### config.mk
export PLATFORM = sky130hd
export DESIGN_NAME = cbo_decode_stage
export DESIGN_NICKNAME = d
export VERILOG_FILES = /design/src/rtl/cbo_dec_pkg.sv /design/src/rtl/cbo_field_decode.sv /design/src/rtl/cbo_enable_check.sv /design/src/rtl/cbo_inval_resolve.sv /design/src/rtl/cbo_out_stage.sv /design/src/rtl/cbo_decode_stage.sv
export SDC_FILE = /design/constraint.sdc
export NUM_CORES = 1
export LEC_CHECK = 0
export BUFFER_PORTS_ARGS = -buffer_cell sky130_fd_sc_hd__buf_2
export CORE_ASPECT_RATIO = 0.9
export CORE_MARGIN = 4
export CORE_UTILIZATION = 40
export DETAILED_ROUTE_END_ITERATION = 16
export PLACE_DENSITY_LB_ADDON = 0.2
export SLEW_MARGIN = 10
export SYNTH_ARGS = -nofsm -noshare
export SYNTH_HDL_FRONTEND = slang
export SYNTH_SLANG_ARGS = --single-unit
### constraint.sdc
create_clock -name clk -period 1.8 [get_ports clk]
set_input_delay 0.27 -clock clk [delete_from_list [all_inputs] [get_ports clk]]
set_output_delay 0.27 -clock clk [all_outputs]
set_load 0.1 [all_outputs]
### src/rtl/cbo_dec_pkg.sv
package cbo_dec_pkg;

   localparam int ILEN = 32;

   localparam logic [6:0]  OPC_MISC_MEM = 7'h0F;
   localparam logic [6:0]  OPC_OP_IMM   = 7'h13;
   localparam logic [2:0]  F3_BLOCK     = 3'd2;
   localparam logic [2:0]  F3_ORI       = 3'd6;

   localparam logic [11:0] SEL_INVAL = 12'h000;
   localparam logic [11:0] SEL_CLEAN = 12'h001;
   localparam logic [11:0] SEL_FLUSH = 12'h002;
   localparam logic [11:0] SEL_ZERO  = 12'h004;

   localparam logic [4:0]  PF_SEL_INSTR = 5'd0;
   localparam logic [4:0]  PF_SEL_READ  = 5'd1;
   localparam logic [4:0]  PF_SEL_WRITE = 5'd3;

   typedef enum logic [2:0] {
      OP_NONE  = 3'd0,
      OP_INVAL = 3'd1,
      OP_CLEAN = 3'd2,
      OP_FLUSH = 3'd3,
      OP_ZERO  = 3'd4,
      OP_PF_RD = 3'd5,
      OP_PF_WR = 3'd6,
      OP_PF_IN = 3'd7
   } cbo_op_e;

   typedef enum logic [2:0] {
      MODE_U  = 3'd0,
      MODE_S  = 3'd1,
      MODE_M  = 3'd3,
      MODE_VU = 3'd4,
      MODE_VS = 3'd5
   } priv_e;

   localparam int NUM_CLS   = 3;
   localparam int CLS_INVAL = 0;
   localparam int CLS_CLNFL = 1;
   localparam int CLS_ZERO  = 2;

   localparam logic [1:0] CTL_TRAP  = 2'b00;
   localparam logic [1:0] CTL_FLUSH = 2'b01;

endpackage

### src/rtl/cbo_field_decode.sv
module cbo_field_decode
   import cbo_dec_pkg::*;
#(
   parameter int ADDR_W = 64
) (
   input  logic [ILEN-1:0]   instr,
   output logic              is_block,
   output cbo_op_e           raw_op,
   output logic [1:0]        cls,
   output logic [ILEN-1:0]   trap_info,
   output logic [ADDR_W-1:0] pf_offset
);
   localparam int EXT_W = ADDR_W - 12;

   logic [6:0]  opc;
   logic [2:0]  f3;
   logic [4:0]  rd;
   logic [11:0] sel12;
   logic [4:0]  sel5;
   logic        blk_form;
   logic        pf_form;
   logic        is_pf;

   assign opc   = instr[6:0];
   assign rd    = instr[11:7];
   assign f3    = instr[14:12];
   assign sel12 = instr[31:20];
   assign sel5  = instr[24:20];

   assign blk_form = (opc == OPC_MISC_MEM) && (f3 == F3_BLOCK) && (rd == 5'd0);
   assign pf_form  = (opc == OPC_OP_IMM)   && (f3 == F3_ORI)   && (rd == 5'd0);

   always_comb begin
      raw_op   = OP_NONE;
      cls      = 2'(CLS_INVAL);
      is_block = 1'b0;
      is_pf    = 1'b0;
      if (blk_form) begin
         unique case (sel12)
            SEL_INVAL: begin raw_op = OP_INVAL; cls = 2'(CLS_INVAL); is_block = 1'b1; end
            SEL_CLEAN: begin raw_op = OP_CLEAN; cls = 2'(CLS_CLNFL); is_block = 1'b1; end
            SEL_FLUSH: begin raw_op = OP_FLUSH; cls = 2'(CLS_CLNFL); is_block = 1'b1; end
            SEL_ZERO:  begin raw_op = OP_ZERO;  cls = 2'(CLS_ZERO);  is_block = 1'b1; end
            default:   ;
         endcase
      end else if (pf_form) begin
         unique case (sel5)
            PF_SEL_INSTR: begin raw_op = OP_PF_IN; is_pf = 1'b1; end
            PF_SEL_READ:  begin raw_op = OP_PF_RD; is_pf = 1'b1; end
            PF_SEL_WRITE: begin raw_op = OP_PF_WR; is_pf = 1'b1; end
            default:      ;
         endcase
      end
   end

   assign trap_info = is_block ? {instr[31:20], 5'd0, instr[14:12], 5'd0, instr[6:0]}
                               : '0;
   assign pf_offset = is_pf ? {{EXT_W{instr[31]}}, instr[31:25], 5'd0} : '0;

endmodule

### src/rtl/cbo_enable_check.sv
module cbo_enable_check
   import cbo_dec_pkg::*;
(
   input  logic [2:0] priv,
   input  logic       m_en,
   input  logic       s_en,
   input  logic       h_en,
   output logic       illegal,
   output logic       virt
);
   logic not_m, is_u, is_vs, is_vu;

   assign not_m = (priv != MODE_M);
   assign is_u  = (priv == MODE_U);
   assign is_vs = (priv == MODE_VS);
   assign is_vu = (priv == MODE_VU);

   assign illegal = (not_m && !m_en) || (is_u && !s_en);
   assign virt    = !illegal &&
                    ((is_vs && !h_en) || (is_vu && !(h_en && s_en)));

endmodule

### src/rtl/cbo_inval_resolve.sv
module cbo_inval_resolve
   import cbo_dec_pkg::*;
(
   input  logic [2:0] priv,
   input  logic [1:0] m_ctl,
   input  logic [1:0] s_ctl,
   input  logic [1:0] h_ctl,
   output logic       as_flush
);
   logic m_fl, s_fl, h_fl;

   assign m_fl = (m_ctl == CTL_FLUSH);
   assign s_fl = (s_ctl == CTL_FLUSH);
   assign h_fl = (h_ctl == CTL_FLUSH);

   always_comb begin
      unique case (priv)
         MODE_M:  as_flush = 1'b0;
         MODE_S:  as_flush = m_fl;
         MODE_U:  as_flush = m_fl || s_fl;
         MODE_VS: as_flush = m_fl || h_fl;
         MODE_VU: as_flush = m_fl || h_fl || s_fl;
         default: as_flush = m_fl;
      endcase
   end

endmodule

### src/rtl/cbo_out_stage.sv
module cbo_out_stage #(
   parameter int WIDTH   = 8,
   parameter bit REG_OUT = 1'b1
) (
   input  logic             clk,
   input  logic             rst_n,
   input  logic             d_valid,
   input  logic [WIDTH-1:0] d,
   output logic             q_valid,
   output logic [WIDTH-1:0] q
);
   if (REG_OUT) begin : g_reg
      always_ff @(posedge clk or negedge rst_n) begin
         if (!rst_n) begin
            q_valid <= 1'b0;
            q       <= '0;
         end else begin
            q_valid <= d_valid;
            q       <= d;
         end
      end
   end else begin : g_comb
      assign q_valid = d_valid;
      assign q       = d;
   end

endmodule

### src/rtl/cbo_decode_stage.sv
module cbo_decode_stage
   import cbo_dec_pkg::*;
#(
   parameter int ADDR_W  = 64,
   parameter bit REG_OUT = 1'b1
) (
   input  logic              clk,
   input  logic              rst_n,
   input  logic              in_valid,
   input  logic [31:0]       instr,
   input  logic [2:0]        priv,
   input  logic [1:0]        m_inval_ctl,
   input  logic [1:0]        s_inval_ctl,
   input  logic [1:0]        h_inval_ctl,
   input  logic              m_cleanflush_en,
   input  logic              s_cleanflush_en,
   input  logic              h_cleanflush_en,
   input  logic              m_zero_en,
   input  logic              s_zero_en,
   input  logic              h_zero_en,
   output logic              out_valid,
   output logic [2:0]        out_op,
   output logic              out_illegal,
   output logic              out_virtual,
   output logic [31:0]       out_trap_info,
   output logic [ADDR_W-1:0] out_pf_offset
);
   localparam int PACK_W = 3 + 1 + 1 + ILEN + ADDR_W;

   if (ADDR_W < 12 || ADDR_W > 128) begin : g_bad_addr_w
      $error("cbo_decode_stage: ADDR_W must lie in 12..128");
   end

   logic              is_block;
   cbo_op_e           raw_op;
   logic [1:0]        cls;
   logic [ILEN-1:0]   info_c;
   logic [ADDR_W-1:0] off_c;

   cbo_field_decode #(.ADDR_W(ADDR_W)) u_fields (
      .instr     (instr),
      .is_block  (is_block),
      .raw_op    (raw_op),
      .cls       (cls),
      .trap_info (info_c),
      .pf_offset (off_c)
   );

   logic [NUM_CLS-1:0] en_m, en_s, en_h, ill_v, virt_v;

   assign en_m[CLS_INVAL] = (m_inval_ctl != CTL_TRAP);
   assign en_s[CLS_INVAL] = (s_inval_ctl != CTL_TRAP);
   assign en_h[CLS_INVAL] = (h_inval_ctl != CTL_TRAP);
   assign en_m[CLS_CLNFL] = m_cleanflush_en;
   assign en_s[CLS_CLNFL] = s_cleanflush_en;
   assign en_h[CLS_CLNFL] = h_cleanflush_en;
   assign en_m[CLS_ZERO]  = m_zero_en;
   assign en_s[CLS_ZERO]  = s_zero_en;
   assign en_h[CLS_ZERO]  = h_zero_en;

   for (genvar c = 0; c < NUM_CLS; c++) begin : g_cls
      cbo_enable_check u_check (
         .priv    (priv),
         .m_en    (en_m[c]),
         .s_en    (en_s[c]),
         .h_en    (en_h[c]),
         .illegal (ill_v[c]),
         .virt    (virt_v[c])
      );
   end

   logic inval_as_flush;

   cbo_inval_resolve u_resolve (
      .priv     (priv),
      .m_ctl    (m_inval_ctl),
      .s_ctl    (s_inval_ctl),
      .h_ctl    (h_inval_ctl),
      .as_flush (inval_as_flush)
   );

   logic    ill_sel, virt_sel;
   logic    ill_c, virt_c;
   cbo_op_e op_c;

   always_comb begin
      unique case (cls)
         2'(CLS_CLNFL): begin ill_sel = ill_v[CLS_CLNFL]; virt_sel = virt_v[CLS_CLNFL]; end
         2'(CLS_ZERO):  begin ill_sel = ill_v[CLS_ZERO];  virt_sel = virt_v[CLS_ZERO];  end
         default:       begin ill_sel = ill_v[CLS_INVAL]; virt_sel = virt_v[CLS_INVAL]; end
      endcase
   end

   always_comb begin
      ill_c  = in_valid && is_block && ill_sel;
      virt_c = in_valid && is_block && virt_sel;
      op_c   = in_valid ? raw_op : OP_NONE;
      if (op_c == OP_INVAL && !ill_c && !virt_c && inval_as_flush)
         op_c = OP_FLUSH;
   end

   logic [PACK_W-1:0] pack_d, pack_q;

   assign pack_d = in_valid ? {op_c, ill_c, virt_c, info_c, off_c} : '0;

   cbo_out_stage #(.WIDTH(PACK_W), .REG_OUT(REG_OUT)) u_out (
      .clk     (clk),
      .rst_n   (rst_n),
      .d_valid (in_valid),
      .d       (pack_d),
      .q_valid (out_valid),
      .q       (pack_q)
   );

   assign {out_op, out_illegal, out_virtual, out_trap_info, out_pf_offset} = pack_q;

endmodule


# --- Word-level counts from Yosys, hierarchy flattened ---
# Cells that the tools add are included.
totals:
  input_bits: 50
  wordCells: 104
  out_inout_bits: 102
  ff_bits: 102
classes:
  n_eq_ne: 19
  n_mux: 19
  reduce_logical: 64
op_table:
  columns: ["cell", "n"]
  rows:
  - ["2-to-1 mux 101 bit", 1]
  - ["2-to-1 mux 64 bit", 1]
  - ["2-to-1 mux 32 bit", 1]
  - ["logical AND 1 bit", 28]
  - ["logical NOT 1 bit", 17]
  - ["== test 12 x 1 -> 1 bit, second input constant", 1]
  - ["== test 12 x 2 -> 1 bit, second input constant", 1]
  - ["== test 12 x 3 -> 1 bit, second input constant", 1]
  - ["logical NOT 12 bit", 1]
  - ["2-to-1 mux 3 bit", 4]
  - ["case mux 3 bit (4 select lines)", 1]
  - ["logical NOT 5 bit", 2]
  - ["== test 3 bit, second input constant", 3]
  - ["logical OR 1 bit", 9]
  - ["case mux 3 bit (3 select lines)", 1]
  - ["== test 2 x 1 -> 1 bit, second input constant", 4]
  - ["== test 7 x 4 -> 1 bit, second input constant", 1]
  - ["== test 7 x 5 -> 1 bit, second input constant", 1]
  - ["== test 3 x 2 -> 1 bit, second input constant", 2]
  - ["nonzero test 2 bit", 3]
  - ["== test 5 x 1 -> 1 bit, second input constant", 1]
  - ["== test 5 x 2 -> 1 bit, second input constant", 1]
  - ["2-to-1 mux 1 bit", 5]
  - ["case mux 1 bit (2 select lines)", 2]
  - ["other kinds (10)", 10]

# --- Logic depth before layout (Yosys ltp) ---
logic_depth:
  word_depth: 13
  ltp_mapped: 10

# --- By module ---
# From an unflattened synthesis, not the netlist that was laid out.
unflattened:
  cells_unflattened: 377
  area_unflattened_um2: 4469.3
modules_own_cells:
  columns: ["mod", "n_inst", "seq_area_each_um2", "area_per_inst_um2", "cells_per_inst"]
  rows:
  - ["cbo_out_stage", 1, 2552.4, 2552.4, 102]
  - ["cbo_field_decode", 1, 0.0, 944.7, 127]
  - ["cbo_decode_stage", 1, 0.0, 788.3, 126]
  - ["cbo_enable_check", 3, 0.0, 45.0, 5]
  - ["cbo_inval_resolve", 1, 0.0, 48.8, 7]

# --- Worst setup path after synthesis ---
# No wires, ideal clock.
synth_timing:
  path_kind: "input to register"
  startpoint: "in instr[9]"
  endpoint: "reg u_out.q[99]"
  t_arrival_ns: 2.487
  setup_ns: 0.101
  cell_stages: 8
  path_slack_ns: -0.788
  cell_sequence: "nor3_1 > nand4b_4 > or4_1 > ha_1 > nor3b_1 > a2111o_1 > and4_1 > o32ai_1"
synth_via:
  elab_chain_cells: 12
  word_cells_on_any_way: 23
  classes_between: "3 x eq/ne; 9 x mux; 11 x reduce/logical"
synth_rtl:
  columns: ["item", "line", "text"]
  rows:
  - ["start, declared", "cbo_decode_stage.sv:10", "input logic [31:0] instr,"]
  - ["logical NOT 5 bit *", "cbo_field_decode.sv:30, cbo_field_decode.sv:31", null]
  - ["logical AND 1 bit", "cbo_field_decode.sv:30", "assign blk_form = (opc == OPC_MISC_MEM) && (f3 == F3_BLOCK) && (rd == 5'd0);"]
  - ["2-to-1 mux 2 bit", "cbo_field_decode.sv:38", "if (blk_form) begin"]
  - ["== test 2 bit or == test 2 x 1 -> 1 bit (tied branches)", "cbo_decode_stage.sv:87", "unique case (cls)"]
  - ["case mux 1 bit (2 select lines)", "cbo_decode_stage.sv:87", null]
  - ["logical AND 1 bit", "cbo_decode_stage.sv:95", "ill_c = in_valid && is_block && ill_sel;"]
  - ["logical NOT 1 bit", "cbo_decode_stage.sv:98", "if (op_c == OP_INVAL && !ill_c && !virt_c && inval_as_flush)"]
  - ["logical AND 1 bit (3 in a row)", "cbo_decode_stage.sv:98", null]
  - ["2-to-1 mux 3 bit *", "cbo_decode_stage.sv:98", null]
  - ["2-to-1 mux 101 bit *", "cbo_decode_stage.sv:104", "assign pack_d = in_valid ? {op_c, ill_c, virt_c, info_c, off_c} : '0;"]
  - ["net pack_d[99]", "cbo_decode_stage.sv:102", "logic [PACK_W-1:0] pack_d, pack_q;"]
  - ["end signal, assigned", "cbo_out_stage.sv:16", "q <= '0;"]
  - ["end signal, assigned", "cbo_out_stage.sv:19", "q <= d;"]
  - ["end, declared", "cbo_out_stage.sv:10", "output logic [WIDTH-1:0] q"]
# The timed path passes the listed nets; every way through them passes the cells marked *.

# --- Worst setup path in the final report ---
layout_timing:
  startpoint: "in instr[8]"
  endpoint: "reg u_out.q[99]"
# Same word-level chain as after synthesis.

==> impl_results.md <==
- Psw: 637.3 uW
- Initial antenna violation count: 0
- Final Hold Vio Count: 0
- Synth Instances: 183
- Fmax: 452.4 MHz
- DR vias/cell: 4.316
- Largest net degree at the start of global routing: 36
- Min Tclk post-route: 2.211 ns
- Total track usage: 16.56%
- Reg power frac: 41.5%
- Die height: 74.99 um
- Max-cap viol count: 0
- ANT nets after route: 0
- Routed wire per std cell: 14.21 um
- Clock network power share: 35.4%
- Area of the core: 0.004835 sq mm
- Crit path kind: in -> reg
- Vias in the first global route: 1,558
- DRC viols: 0
- Fin area: 0.003518 sq mm
- Int Power: 1305 uW
- Die area: 0.006181 sq mm
- TritonCTS clock tree: done
- Critical path's slowest cell: or4_4
- Worst Slack Setup Final: -0.4106 ns
- Worst path max stage delay: 0.47 ns
- Multi-input logic area: 750.7 sq um
- Sequential-to-total area share from yosys stat: 43.91%
- Final Core Density: 72.77%
- Power consumption: 1943 uW
- Final Max Slew Viols: 0
- CTS Buf Count: 5
- Critical path endpoint category: flip-flop
- Gpl congestion: 0.8677
- Max VDD drop: 0.3428 mV
- Worst endpoint required time: 1.98 ns
- Unique masters post-synth: 42
- Status: complete, but fails checks
- Syn Std Cell Area: 0.001994 sq mm
- Yosys reg bits: 35
- Failing checks: negative setup slack
- Root Driver: clkbuf_8
- Initial Util: 41.25%
- DRT Pass-1 Iters: 3
- Synthesized area per cell: 10.90 sq um
- Largest delay share family, worst path: simple AND/OR/NAND/NOR gates
- # clock sinks: 35
- First-pass GRT wire length: 7762 um
- EDFF count, synth: 0
- Pre-CTS setup slack: -0.7012 ns
- HPWL Detailed: 4414 um
- Crit-path cells: buf_6 > nor4_4 > nand4b_4 > or4_4 > ha_4 > nor3b_4 > a2111o_1 > and4_1 > o32ai_1
- Register area: 877.1 sq um
- Comb power frac: 23.1%
- Reg clk slew, reported paths: 0.07 ns
- Total Nets Final: 353
- Filler cells: 342
- RSZ-0062 raised after global routing: true
- Max Root-Sink Buffers: 2
- Chip Width: 82.43 um
- Total grt overflow: 0
- Synth Flop Type: dfrtp_1
- Worst-margin pin slew: 0.7261 ns
- Ys Warns: 0
- CP arrival: 2.39 ns
- Initial DRC count: 44
- Synthesis-to-layout area growth: 76.41%
- Post-synth ARST share: 100.0%
- Hold_ws: 0.04042 ns
- Ratio of cells with drive above 1 in the final layout: 58.94%
- ANT cells: 0
- Total Routed Length: 5214 um
- Crit share post-route: 122.8%
- Port Buf Inserts: 131
- Relative slew slack: 51.60%
- H-tree depth: 2
- Switching Share: 32.81%
- P per Cell Area: 552.1 mW/mm^2
- Vias: 1,584
- CP Max Fanout: 4
- DP Area: 0.003319 sq mm
- Number of buffers and inverters on the critical path: 1
- Startpoint types: primary input
- Top Ports: 152
- Leak pwr: 0.001745 uW
- # rows: 24
- HP Class: in -> async
- Final setup viols: 3
[flip-flops by register name (all words and copies together), names as in the netlist]
signal         cells
u_out.q           34
u_out.q_valid      1
[kinds of logic after synthesis]
| family | after synthesis | share of synthesized area [%] |
|---|---|---|
| buffers and inverters | 75 | 27.54 |
| DFF | 35 | 43.91 |
| adders and majority gates | 2 | 1.255 |
| other | 1 | 0.1880 |
| AOI/OAI and AO/OA | 18 | 6.650 |
| xor gates and xnor gates | 1 | 0.4392 |
| and+or+nand+nor | 51 | 20.01 |
[through the flow]
step	TNS, ns	std cells
after floorplan	-1.349	211
after global routing	-0.9173	367
after detailed placement	-1.743	356
after global placement	-1.561	356
after CTS	-0.7023	365
final	-0.7421	367
[cell usage in the layout (no fill, tap or decap), types with 2 or more instances in the layout]
| cell | count |
|---|---|
| buf_12 | 56 |
| o21ai_0 | 4 |
| nor4b_4 | 3 |
| buf_4 | 17 |
| nor4_4 | 2 |
| buf_2 | 73 |
| nand2_1 | 6 |
| buf_6 | 5 |
| conb_1 | 29 |
| o31a_1 | 3 |
| nor4_1 | 5 |
| or4_4 | 3 |
| clkbuf_8 | 5 |
| nor2b_1 | 2 |
| nand3_1 | 2 |
| o22ai_1 | 2 |
| inv_1 | 6 |
| dfrtp_1 | 34 |
| nor3_2 | 2 |
| and2_1 | 12 |
[timing repair]
item	CTS	global route
pin swaps	4	2
resized for setup	7	4
endpoints found under the setup margin	3	3
hold buffers	0	0
setup buffers	1	2
[worst paths after layout]
kind / from / depth (start not counted) / end
worst max-delay path: instr[8] / 9 / u_out.q[99]$_DFF_PN0_
worst min-delay path: rst_n / 1 / u_out.q[5]$_DFF_PN0_
min in group clk: in_valid / 1 / u_out.q_valid$_DFF_PN0_
max in group asynchronous: rst_n / 1 / u_out.q[63]$_DFF_PN0_
[cell usage after synthesis (2+ instances only)]
cell	count	area [sq um]
or4_1	3	22.52
nor4_4	2	42.54
ha_1	2	25.02
o31a_1	3	26.28
nor3b_1	2	15.01
nor2b_1	2	12.51
nor3_1	2	10.01
nand2_1	6	22.52
dfrtp_1	35	875.8
and2_1	12	75.07
nor4_1	5	31.28
o22ai_1	2	12.51
inv_1	7	26.28
nand3_1	2	10.01
o21ai_0	4	20.02
nor4b_1	2	17.52
buf_4	67	503.0
[power by group through the flow]
stage	logic (uW)	registers (uW)	clock network, uW
after floorplan	209	951	0
after global placement	431	821	0
after detailed placement	434	822	0
after CTS	445	807	709
after global routing	472	808	746
final	449	807	687
[layout make-up]
| class | instances | share of cell area [%] |
|---|---|---|
| sequential | 35 | 24.93 |
| inverter | 7 | 0.7468 |
| multi-input combinational | 101 | 21.34 |
| timing repair buffer | 151 | 47.48 |
| clock buffer | 5 | 1.956 |
| clock inverter | 3 | 1.245 |
| tap | 65 | 2.312 |
[layer usage]
| layer | global-route usage (%) | part of all wire [%] | vias up |
|---|---|---|---|
| met5 | 0 | 0 | - |
| met4 | 4.982 | 1.2 | 0 |
| met3 | 4.306 | 8.7 | 8 |
| met2 | 28.11 | 51 | 88 |
| met1 | 20.73 | 39 | 718 |
| li1 | - | - | 770 |
Power figures use the tool's default switching activity.
